$ cat src/rtl/ivl_timer_pkg.sv
package ivl_timer_pkg;

  localparam int MODE_W = 3;

  // Control-to-datapath strobes
  typedef struct packed {
    logic tick;      // one-cycle count enable
    logic clrFlag;   // flag clear request
  } tmrStrobe_t;

  // Prescaler bit whose rising edge yields the ratio for a mode code
  function automatic int tapBitOf(input int code);
    case (code)
      0:       return 10;  // /2048
      1:       return 9;   // /1024
      2:       return 8;   // /512
      3:       return 6;   // /128
      4:       return 4;   // /32
      5:       return 2;   // /8
      6:       return 1;   // /4
      default: return 0;   // /2
    endcase
  endfunction

endpackage

$ cat src/rtl/ivl_timer_ctrl.sv
module ivl_timer_ctrl
  import ivl_timer_pkg::*;
#(
  parameter int PRESC_W = 11
) (
  input  logic               clk,
  input  logic               rstN,
  input  logic               stopMode,
  input  logic               modeWe,
  input  logic [MODE_W-1:0]  modeWdata,
  input  logic               flagClr,
  output logic [PRESC_W-1:0] prescVal,
  output tmrStrobe_t         strobe
);

  localparam int NUM_MODES = 1 << MODE_W;

  logic [PRESC_W-1:0]   presc;
  logic [PRESC_W-1:0]   prescPrev;
  logic [PRESC_W-1:0]   rising;
  logic [MODE_W-1:0]    modeReg;
  logic [NUM_MODES-1:0] modeEdge;

  // Free-running prescaler; frozen only by reset or stop
  always_ff @(posedge clk or negedge rstN) begin
    if (!rstN) begin
      presc     <= '0;
      prescPrev <= '0;
    end else begin
      prescPrev <= presc;
      if (!stopMode) presc <= presc + PRESC_W'(1);
    end
  end

  always_ff @(posedge clk or negedge rstN) begin
    if (!rstN)       modeReg <= '0;
    else if (modeWe) modeReg <= modeWdata;
  end

  // Edges of every bit are tracked, so a mode switch cannot fake one
  assign rising = presc & ~prescPrev;

  for (genvar g = 0; g < NUM_MODES; g++) begin : g_tap
    localparam int TB = tapBitOf(g);
    assign modeEdge[g] = rising[TB];
  end

  always_comb begin
    strobe.tick    = modeEdge[modeReg];
    strobe.clrFlag = flagClr;
  end

  assign prescVal = presc;

  // prescaler steps by one when running
  p_presc_step_r1: assert property (@(posedge clk) disable iff (!rstN)
    !stopMode |=> presc == $past(presc) + PRESC_W'(1));

  // prescaler frozen in stop mode
  p_stop_freeze_r3: assert property (@(posedge clk) disable iff (!rstN)
    stopMode |=> $stable(presc));

  // no tick while the prescaler is frozen
  p_stop_no_tick_r3: assert property (@(posedge clk) disable iff (!rstN)
    (stopMode && $past(stopMode)) |-> !strobe.tick);

  // mode only changes on a write
  p_mode_hold_r8: assert property (@(posedge clk) disable iff (!rstN)
    !modeWe |=> $stable(modeReg));

endmodule

$ cat src/rtl/ivl_timer_dp.sv
module ivl_timer_dp
  import ivl_timer_pkg::*;
#(
  parameter int CNT_W = 8
) (
  input  logic             clk,
  input  logic             rstN,
  input  tmrStrobe_t       strobe,
  output logic [CNT_W-1:0] count,
  output logic             irqFlag
);

  logic wrapNow;

  assign wrapNow = strobe.tick && (count == '1);

  always_ff @(posedge clk or negedge rstN) begin
    if (!rstN) count <= '0;
    else       count <= count + CNT_W'(strobe.tick);
  end

  // Set has priority over clear
  always_ff @(posedge clk or negedge rstN) begin
    if (!rstN)               irqFlag <= 1'b0;
    else if (wrapNow)        irqFlag <= 1'b1;
    else if (strobe.clrFlag) irqFlag <= 1'b0;
  end

  // a tick advances the count by one
  p_count_step_r5: assert property (@(posedge clk) disable iff (!rstN)
    strobe.tick |=> count == $past(count) + CNT_W'(1));

  // without a tick the count holds
  p_count_hold_r8: assert property (@(posedge clk) disable iff (!rstN)
    !strobe.tick |=> $stable(count));

  // wrap lands on zero with the flag raised
  p_wrap_sets_r6: assert property (@(posedge clk) disable iff (!rstN)
    (strobe.tick && count == '1) |=> (irqFlag && count == '0));

  // flag is sticky without a clear
  p_flag_sticky_r7: assert property (@(posedge clk) disable iff (!rstN)
    (irqFlag && !strobe.clrFlag) |=> irqFlag);

  // flag rises only on a wrap
  p_flag_rise_r7: assert property (@(posedge clk) disable iff (!rstN)
    $rose(irqFlag) |-> $past(count) == '1);

endmodule

$ cat src/rtl/ivl_timer.sv
module ivl_timer
  import ivl_timer_pkg::*;
#(
  parameter int PRESC_W = 11,
  parameter int CNT_W   = 8
) (
  input  logic               clk,
  input  logic               rstN,
  input  logic               stopMode,
  input  logic               modeWe,
  input  logic [MODE_W-1:0]  modeWdata,
  input  logic               flagClr,
  output logic [PRESC_W-1:0] prescTaps,
  output logic [CNT_W-1:0]   timerCount,
  output logic               irqFlag
);

  tmrStrobe_t strobe;

  ivl_timer_ctrl #(.PRESC_W(PRESC_W)) ctrl_i (
    .clk       (clk),
    .rstN      (rstN),
    .stopMode  (stopMode),
    .modeWe    (modeWe),
    .modeWdata (modeWdata),
    .flagClr   (flagClr),
    .prescVal  (prescTaps),
    .strobe    (strobe)
  );

  ivl_timer_dp #(.CNT_W(CNT_W)) dp_i (
    .clk     (clk),
    .rstN    (rstN),
    .strobe  (strobe),
    .count   (timerCount),
    .irqFlag (irqFlag)
  );

endmodule

$ cat config.mk
export PLATFORM = sky130hd
export DESIGN_NAME = ivl_timer
export DESIGN_NICKNAME = d
export VERILOG_FILES = /design/src/rtl/ivl_timer_pkg.sv /design/src/rtl/ivl_timer_ctrl.sv /design/src/rtl/ivl_timer_dp.sv /design/src/rtl/ivl_timer.sv
export SDC_FILE = /design/constraint.sdc
export NUM_CORES = 1
export LEC_CHECK = 0
export ABC_CLOCK_PERIOD_IN_PS = 2200
export BUFFER_PORTS_ARGS = -buffer_cell sky130_fd_sc_hd__buf_4
export CORE_MARGIN = 3
export CORE_UTILIZATION = 30
export DETAILED_ROUTE_END_ITERATION = 10
export PLACE_DENSITY = 0.6
export SLEW_MARGIN = 20
export SYNTH_ARGS = -nofsm -noshare
export SYNTH_HDL_FRONTEND = slang
export SYNTH_SLANG_ARGS = --single-unit
$ cat constraint.sdc
create_clock -name clk -period 2.2 [get_ports clk]
set_input_delay 0.22 -clock clk [delete_from_list [all_inputs] [get_ports clk]]
set_output_delay 0.22 -clock clk [all_outputs]
set_load 0.02 [all_outputs]
# == After elaboration in Yosys (flattened, before gate mapping) ==
# Cells that the tools add are included.
# word_totals
out_inout_bits,20
elab_cells,17
inputBits,8
ff_bits,34
# classes
eq_ne,1
order_cmp,1
n_reduce_logical,2
n_addsub,2
n_bitwise,2
mux,4
# ops
cell,count
$add 11x1->11 const B,1
$and 11x11->11,1
$not 11->11,1
$add 8x1->8,1
$eq 8x8->1 const B,1
$lt 3x4->1 const B,1
$bmux 1 s3,1
$mux 1,3
$reduce_bool 2->1,1
$logic_and 1x1->1,1

# == Longest topological paths before layout ==
# Gate-level depths: netlist of the first run.
# depth
depth_word,6
ltp_mapped,8
depth_no_buf,8

# == Modules after synthesis ==
# From an unflattened synthesis of the first run, not the netlist that was laid out.
# hier_totals
hier_cells,97
hier_area_um2,1248.7
# by_module_without_submodules
module,n_inst,seq_area_each_um2,cells_per_inst,area_per_inst_um2
ivl_timer_ctrl,1,550.5,68,879.6
ivl_timer_dp,1,225.2,29,369.1

# == Worst setup path before layout of the first run ==
# Ideal clock, no wire load.
# synth_timing
kind,reg-to-reg
startpoint,register ctrl_i.presc[0] (netlist: ctrl_i.prescVal[0])
endpoint,register dp_i.count[2]
required_time_ns,2.062
period_less_slack_ns,1.953
n_path_buf,0
setup_ns,0.138
arrival_time_ns,1.815
slack_ns,0.247
path_stages_with_launch,8
cell_sequence,dfrtp_1 nor2b_1 mux4_2 nand2_1 o21ai_1 ha_1 ha_1 xor2_1
# synth_between
elab_chain_len,4
# synth_rtl
element,line,rtl
"start, declared",ivl_timer_ctrl.sv:18,logic [PRESC_W-1:0] presc;
"start signal, assigned",ivl_timer_ctrl.sv:31,if (!stopMode) presc <= presc + PRESC_W'(1);
$and 11x11->11,ivl_timer_ctrl.sv:41,assign rising = presc & ~prescPrev;
$bmux 1 s3,ivl_timer_ctrl.sv:49,strobe.tick = modeEdge[modeReg];
$mux 1 (implied by the code),ivl_timer_ctrl.sv:49,
$add 8x1->8,ivl_timer_dp.sv:19,else count <= count + CNT_W'(strobe.tick);
"end signal, assigned",ivl_timer_dp.sv:19,
"end, declared",ivl_timer_dp.sv:9,"output logic [CNT_W-1:0] count,"
# Every way passes these cells. The select of a mux whose other input is x is not followed.
# A chain may end at the register's enable or synchronous reset.

# == Final worst setup path of the first run ==
# Same ends and word-level chain as after synthesis.

==> load_flow_metrics.sql, run 1 <==
INSERT INTO impl_metrics (metric_group, metric, value, unit) VALUES
('worst_setup_path', 'cpLargestDelayFamily', 'multiplexers', ''),
('global_routing', 'grt-ovfl-total', '0', ''),
('timing', 'timing.fmax', '505', 'MHz'),
('timing', 'slew_viol_final', '0', ''),
('placement', 'io_buffers', '27', ''),
('placement', 'hpwlAfterDp', '1690', 'um'),
('synth', 'post_synthesis_average_cell_area', '13.6', 'um^2'),
('worst_setup_path', 'critPathKind', 'reg -> reg', ''),
('synth', 'seq_area_frac_synth', '62.1', '%'),
('synth', 'yosys.area_share.adder', '3.01', '%'),
('timing', 'worst_slew_pin_tran', '379', 'ps'),
('synth', 'synth_enable_flop_cells', '0', ''),
('timing', 'finClkSkew', '5.13', 'ps'),
('finish', 'stdcell_area', '1620', 'um^2'),
('worst_setup_path', 'end_kind', 'flip-flop', ''),
('synth', 'synthesized_area_fraction_occupied_by_ao_oa_aoi_and_oai_cells', '2.51', '%'),
('routing', 'routed_wire_length_per_instance', '13.3', 'um'),
('min_path', 'worst_hold_path.endpoint', 'ctrl_i.prescVal[0]$_DFFE_PN0N_', ''),
('timing', 'final_hold_viols', '0', ''),
('clock_network', 'numClockSinks', '31', ''),
('clock_network', 'clk-insertion-delay-late', '280', 'ps'),
('routing', 'drtIter0Drc', '8', ''),
('clock_network', 'clk_root_buf', 'sky130_fd_sc_hd__clkbuf_8', ''),
('worst_setup_path', 'crit_slowest_cell', 'sky130_fd_sc_hd__mux4_2', ''),
('global_routing', 'wire_length_of_the_first_global_routing_pass', '4120', 'um'),
('floorplan', 'die_x', '70.5', 'um'),
('finish', 'drive_gt1_share', '32.6', '%'),
('floorplan', 'floorplan.initialDensity', '32.6', '%'),
('timing', 'final.min_clock_period', '1980', 'ps'),
('routing', 'vias_per_cell', '4.58', ''),
('worst_setup_path', 'worstRegToRegCells', '7', ''),
('synth', 'syn_area', '1250', 'um^2'),
('clock_network', 'cts-hold-fix-buffers', '1', ''),
('worst_setup_path', 'critical_path_depth', '7', ''),
('synth', 'yosys-top-cells-count', '31 x sky130_fd_sc_hd__dfrtp_1, 12 x sky130_fd_sc_hd__xnor2_1, 7 x sky130_fd_sc_hd__nand3_1', ''),
('synth', 'synth-seq-cells', '31', ''),
('synth', 'netlist.area_leader.share', '62.1', '%'),
('run', 'drv_cap', '0', ''),
('run_status', 'outcome', 'finished, final reports clean', ''),
('timing', 'timing.slew.headroom', '74.7', '%'),
('synth', 'post_synth_top_area_cell', 'sky130_fd_sc_hd__dfrtp_1', ''),
('worst_setup_path', 'critical_path.reg2reg.endpoint', 'dp_i.count[2]$_DFF_PN0_', ''),
('clock_network', 'tritoncts_buffer_count', '5', ''),
('worst_setup_path', 'critical_path_required', '2360', 'ps'),
('floorplan', 'ioPinCount', '28', ''),
('routing', 'via_count', '811', ''),
('min_path', 'min_path_type', 'in -> reg', ''),
('floorplan', 'core_region_area', '3830', 'um^2'),
('timing', 'tns', '0', 'ps'),
('routing', 'post-route-drc-count', '0', ''),
('clock_network', 'cts_tree', 'done', ''),
('timing', 'rsz0062_at_grt', 'no', ''),
('synth', 'async_flop_share', '100', '%'),
('min_path', 'timing.hold.worst.start', 'stopMode', ''),
('worst_setup_path', 'ff2ff_setup_slack', '220', 'ps'),
('worst_setup_path', 'path_buf_inv', '0', ''),
('synth', 'largest_family_of_logic_cells_by_synthesized_area', 'simple AND/OR/NAND/NOR gates', ''),
('power_and_ir_drop', 'ir_worst_vdd', '0.581', 'mV'),
('synth', 'yosys_warnings', '0', ''),
('min_path', 'min_delay_path_depth', '2', ''),
('worst_setup_path', 'worstPathArrival', '2140', 'ps'),
('floorplan', 'chipHeight', '70.5', 'um'),
('routing', 'totalWireLength', '2360', 'um'),
('worst_setup_path', 'critical_path_fanout_max', '7', ''),
('power_and_ir_drop', 'powerDensity', '1180', 'nW/um^2'),
('placement', 'gp_congestion', '0.745', ''),
('synth', 'synth.area.mux_share', '5.41', '%'),
('floorplan', 'fp-row-count', '22', ''),
('finish', 'area.growth.synth_to_final', '30.1', '%'),
('floorplan', 'die_area', '4970', 'um^2'),
('finish', 'fin_nets', '140', '');
-- layer usage --
| metal | GRT usage, % | up-vias | part of all wire (%) |
|---|---|---|---|
| met3 | 3.74 | 2 | 5.8 |
| met1 | 12.3 | 397 | 46 |
| met2 | 16.4 | 17 | 47 |
| met5 | 0 | - | 0 |
| met4 | 7.02 | 0 | 1.0 |
| li1 | - | 395 | - |
-- layout by cell type (no fill, tap or decap), types with 2 or more instances in the layout --
cell type                  count
sky130_fd_sc_hd__nand4b_1      2
sky130_fd_sc_hd__nand2_1       4
sky130_fd_sc_hd__mux2_2        4
sky130_fd_sc_hd__xnor2_1      12
sky130_fd_sc_hd__dfrtp_1      31
sky130_fd_sc_hd__o21ai_1       2
sky130_fd_sc_hd__nor2b_1       4
sky130_fd_sc_hd__buf_4        29
sky130_fd_sc_hd__clkbuf_8      6
sky130_fd_sc_hd__nand3b_1      3
sky130_fd_sc_hd__ha_1          3
sky130_fd_sc_hd__nor2_1        2
sky130_fd_sc_hd__nand2b_1      3
sky130_fd_sc_hd__xor2_1        4
sky130_fd_sc_hd__nand4_1       2
sky130_fd_sc_hd__nand3_1       7
-- flip-flops by register name, summed over array words and instances (netlist names) --
name / flops
ctrl_i.prescVal: 11
ctrl_i.prescPrev: 8
dp_i.count: 8
ctrl_i.modeReg: 3
dp_i.irqFlag: 1
-- report_power, final --
| part | total [W] | switching, W | internal, W |
|---|---|---|---|
| Sequential | 0.000897 | 0.000169 | 0.000729 |
| Clock | 0.000436 | 0.000191 | 0.000245 |
| Combinational | 0.000590 | 0.000298 | 0.000291 |
| Total | 0.00192 | 0.000658 | 0.00126 |
-- layout make-up --
type | count | area (um^2) | share of cell area (%)
sequential | 31 | 776 | 47.8
timing repair buffer | 30 | 228 | 14.0
tap | 48 | 60.1 | 3.70
clock buffer | 6 | 82.6 | 5.08
multi-input combinational | 60 | 469 | 28.9
clock inverter | 1 | 5.00 | 0.308
inverter | 1 | 3.75 | 0.231
-- how the worst max path moves through the flow --
stage,startpoint,to
final,ctrl_i.prescVal[0]$_DFFE_PN0N_,dp_i.count[2]$_DFF_PN0_
after CTS,ctrl_i.prescVal[0]$_DFFE_PN0N_,dp_i.count[2]$_DFF_PN0_
after global placement,ctrl_i.prescVal[0]$_DFFE_PN0N_,dp_i.count[2]$_DFF_PN0_
after global routing,ctrl_i.prescVal[0]$_DFFE_PN0N_,dp_i.count[4]$_DFF_PN0_
after floorplan,ctrl_i.prescVal[0]$_DFFE_PN0N_,dp_i.count[2]$_DFF_PN0_
after detailed placement,ctrl_i.prescVal[0]$_DFFE_PN0N_,dp_i.count[2]$_DFF_PN0_
-- through the flow --
stage	instances	worst slack [ps]	utilization, %	hold WS (ps)	total power (W)
final	177	218	42.4	157	0.00192
after floorplan	92	247	-	-75.6	0.00120
after detailed placement	169	244	39.9	175	0.00150
after CTS	177	210	42.4	150	0.00195
after global routing	177	96.0	42.4	156	0.00204
after global placement	169	305	39.9	168	0.00147
-- logic make-up (layout without fill, tap and decap cells) --
family,count (synthesis),in the layout
flip-flops,31,31
AND/OR/NAND/NOR,31,31
XOR/XNOR,16,16
AO/OA/AOI/OAI,5,5
multiplexers,5,5
adder cells (fa/ha/maj),3,3
buffers and inverters,1,38
No activity file was read; power rests on OpenSTA's default activity.
==> run 2, diff against run 1 <==
--- a/config.mk
+++ b/config.mk
@@ -5,11 +5,10 @@
 export SDC_FILE = /design/constraint.sdc
 export NUM_CORES = 1
 export LEC_CHECK = 0
-export ABC_CLOCK_PERIOD_IN_PS = 2200
 export BUFFER_PORTS_ARGS = -buffer_cell sky130_fd_sc_hd__buf_4
-export CORE_MARGIN = 3
 export CORE_UTILIZATION = 30
 export DETAILED_ROUTE_END_ITERATION = 10
+export GPL_TIMING_DRIVEN = 0
 export PLACE_DENSITY = 0.6
 export SLEW_MARGIN = 20
 export SYNTH_ARGS = -nofsm -noshare
==> load_flow_metrics.sql, run 2 (synthesized netlist as in run 1, its figures left out) <==
INSERT INTO impl_metrics (metric_group, metric, value, unit) VALUES
('timing', 'timing.slew.headroom', '74.4', '%'),
('power_and_ir_drop', 'sequentialPowerShare', '48.5', '%'),
('clock_network', 'resized_cells_post_cts', '0', ''),
('timing', 'slew_viol_final', '0', ''),
('power_and_ir_drop', 'ir_worst_vdd', '0.639', 'mV'),
('clock_network', 'clk-insertion-delay-late', '270', 'ps'),
('worst_setup_path', 'critical_path_required', '2340', 'ps'),
('placement', 'io_buffers', '27', ''),
('min_path', 'min_delay_path_depth', '2', ''),
('global_routing', 'wire_length_of_the_first_global_routing_pass', '3780', 'um'),
('global_routing', 'grt-ovfl-total', '0', ''),
('routing', 'routed_wire_length_per_instance', '12.5', 'um'),
('timing', 'final.min_clock_period', '1990', 'ps'),
('finish', 'nFillCells', '391', ''),
('floorplan', 'die_area', '4420', 'um^2'),
('timing', 'rsz0062_at_grt', 'no', ''),
('routing', 'via_count', '817', ''),
('routing', 'drtIter0Drc', '23', ''),
('finish', 'largest_register_ff_count', '11', ''),
('finish', 'area.growth.synth_to_final', '29.1', '%'),
('floorplan', 'chipHeight', '66.5', 'um'),
('floorplan', 'ioPinCount', '28', ''),
('routing', 'totalWireLength', '2220', 'um'),
('timing', 'layout_worst_path_cycle_share', '90.6', '%'),
('finish', 'layout_common_cells', '31 x sky130_fd_sc_hd__dfrtp_1, 27 x sky130_fd_sc_hd__buf_4, 12 x sky130_fd_sc_hd__xnor2_1, 7 x sky130_fd_sc_hd__nand3_1, 6 x sky130_fd_sc_hd__clkbuf_8', ''),
('worst_setup_path', 'critical_path.reg2reg.endpoint', 'dp_i.count[2]$_DFF_PN0_', ''),
('routing', 'antenna_left', '0', ''),
('worst_setup_path', 'critical_path_fanout_max', '7', ''),
('power_and_ir_drop', 'power_leakage', '0.753', 'nW'),
('clock_network', 'numClockSinks', '31', ''),
('power_and_ir_drop', 'power.clock.fraction', '22.5', '%'),
('worst_setup_path', 'ff2ff_setup_slack', '210', 'ps'),
('floorplan', 'floorplan.initialDensity', '31.2', '%'),
('global_routing', 'antenna_found_initial', '0', ''),
('power_and_ir_drop', 'powerDensity', '1170', 'nW/um^2'),
('timing', 'worst_hold_slack', '162', 'ps'),
('timing', 'final_hold_viols', '0', ''),
('clock_network', 'clk_root_buf', 'sky130_fd_sc_hd__clkbuf_8', ''),
('worst_setup_path', 'critPathKind', 'reg -> reg', ''),
('worst_setup_path', 'rr_startpoint', 'ctrl_i.prescVal[0]$_DFFE_PN0N_', ''),
('clock_network', 'ctsHtreeMaxLevel', '2', ''),
('placement', 'post_detailed_placement_cell_area', '1510', 'um^2'),
('clock_network', 'worst_setup_hold_path_clk_slew', '60', 'ps'),
('worst_setup_path', 'worstPathArrival', '2140', 'ps'),
('routing', 'vias_per_cell', '4.62', ''),
('floorplan', 'core_region_area', '4000', 'um^2'),
('finish', 'stdcell_area', '1610', 'um^2'),
('run_status', 'outcome', 'finished, final reports clean', ''),
('power_and_ir_drop', 'power_switching_share', '33.9', '%'),
('global_routing', 'grt_start_max_net_pins', '32', ''),
('finish', 'final_cells', '177', ''),
('finish', 'mostFrequentLayoutCell', 'sky130_fd_sc_hd__dfrtp_1', ''),
('worst_setup_path', 'worstRegToRegCells', '7', ''),
('placement', 'gp_congestion', '0.716', ''),
('timing', 'tns', '0', 'ps'),
('timing', 'worst_slew_pin_tran', '384', 'ps'),
('clock_network', 'tritoncts_buffer_count', '5', ''),
('timing', 'finClkSkew', '2.98', 'ps'),
('finish', 'num_antenna_cells', '0', ''),
('global_routing', 'via_count_of_the_first_global_routing_pass', '844', ''),
('power_and_ir_drop', 'p_int', '0.00125', 'W'),
('timing', 'timing.fmax', '502', 'MHz'),
('clock_network', 'cts_tree', 'done', ''),
('finish', 'final_core_util', '40.3', '%'),
('min_path', 'min_path_type', 'in -> reg', ''),
('power_and_ir_drop', 'pwr-share-comb', '29.0', '%'),
('finish', 'drive_gt1_share', '31.5', '%'),
('floorplan', 'fp-row-count', '23', ''),
('power_and_ir_drop', 'power_switching', '0.000638', 'W'),
('clock_network', 'cts_max_path_buffers', '2', ''),
('min_path', 'worst_hold_path.endpoint', 'ctrl_i.prescVal[0]$_DFFE_PN0N_', ''),
('routing', 'drt_first_pass_iters', '4', ''),
('worst_setup_path', 'end_kind', 'flip-flop', ''),
('worst_setup_path', 'critical_path.startpoint_type', 'flip-flop', ''),
('global_routing', 'grt_util_all_layers', '11.5', '%'),
('timing', 'final_setup_violation_count', '0', ''),
('placement', 'dp_cells', '169', ''),
('floorplan', 'die_x', '66.5', 'um'),
('finish', 'fin_nets', '138', ''),
('run', 'drv_cap', '0', ''),
('routing', 'post-route-drc-count', '0', ''),
('min_path', 'timing.hold.worst.start', 'stopMode', '');
[run 2: cell count changes in the layout (fill, tap and decap cells not counted)]
cell / delta
sky130_fd_sc_hd__buf_4: -2
[run 2: repair_timing]
action / CTS / global route
buffers inserted: 0 / 0
hold endpoints to repair: 31 / 0
hold buffers: 1 / 0
endpoints found under the setup margin: 0 / 0
[run 2: how the worst max path moves through the flow]
stage | start | to | cells after the start
detailed placement | ctrl_i.prescVal[0]$_DFFE_PN0N_ | dp_i.count[2]$_DFF_PN0_ | 7
finish | ctrl_i.prescVal[0]$_DFFE_PN0N_ | dp_i.count[2]$_DFF_PN0_ | 7
floorplan | ctrl_i.prescVal[0]$_DFFE_PN0N_ | dp_i.count[2]$_DFF_PN0_ | 7
global route | ctrl_i.prescVal[4]$_DFFE_PN0N_ | dp_i.count[4]$_DFF_PN0_ | 8
CTS | ctrl_i.prescVal[0]$_DFFE_PN0N_ | dp_i.count[2]$_DFF_PN0_ | 7
global placement | ctrl_i.prescVal[0]$_DFFE_PN0N_ | dp_i.count[2]$_DFF_PN0_ | 7
[run 2: layout make-up]
cell class	count	area (um^2)	area share [%]
Sequential cell	31	776	48.1
Multi-Input combinational cell	60	469	29.1
Timing Repair Buffer	28	213	13.2
Clock buffer	6	82.6	5.12
Tap cell	50	62.6	3.88
Clock inverter	1	5.00	0.311
Inverter	1	3.75	0.233
[run 2: layer usage]
| metal | vias to the layer above | track usage (%) | wire length (um) | share of wire [%] |
|---|---|---|---|---|
| li1 | 393 | - | - | - |
| met1 | 404 | 13.7 | 981 | 44 |
| met2 | 18 | 19.0 | 1110 | 50 |
| met3 | 2 | 4.97 | 122 | 5.5 |
| met4 | 0 | 3.19 | 10 | 0.45 |
| met5 | - | 0 | 0 | 0 |
[run 2: worst max-delay path, stage by stage, from the launching register on]
cell                      delay [ps]
sky130_fd_sc_hd__dfrtp_1         450
sky130_fd_sc_hd__nor2b_1         170
sky130_fd_sc_hd__mux4_2          480
sky130_fd_sc_hd__nand2_1          80
sky130_fd_sc_hd__o21ai_1          60
sky130_fd_sc_hd__ha_1            220
sky130_fd_sc_hd__ha_1            240
sky130_fd_sc_hd__xor2_1          170
[run 2: per-stage QoR]
step | worst slack (ps) | total power (W)
2_1_floorplan | 247 | 0.00120
3_3_place_gp | 228 | 0.00145
3_5_place_dp | 216 | 0.00148
4_1_cts | 194 | 0.00192
5_1_grt | 25.9 | 0.00202
6_report | 206 | 0.00188
[run 2: power groups by stage]
stage,clock network (W),registers (W),logic [W]
floorplan,0,0.00102,0.000185
global placement,0,0.000914,0.000536
detailed placement,0,0.000926,0.000552
CTS,0.000447,0.000918,0.000558
global route,0.000479,0.000944,0.000600
finish,0.000424,0.000914,0.000545
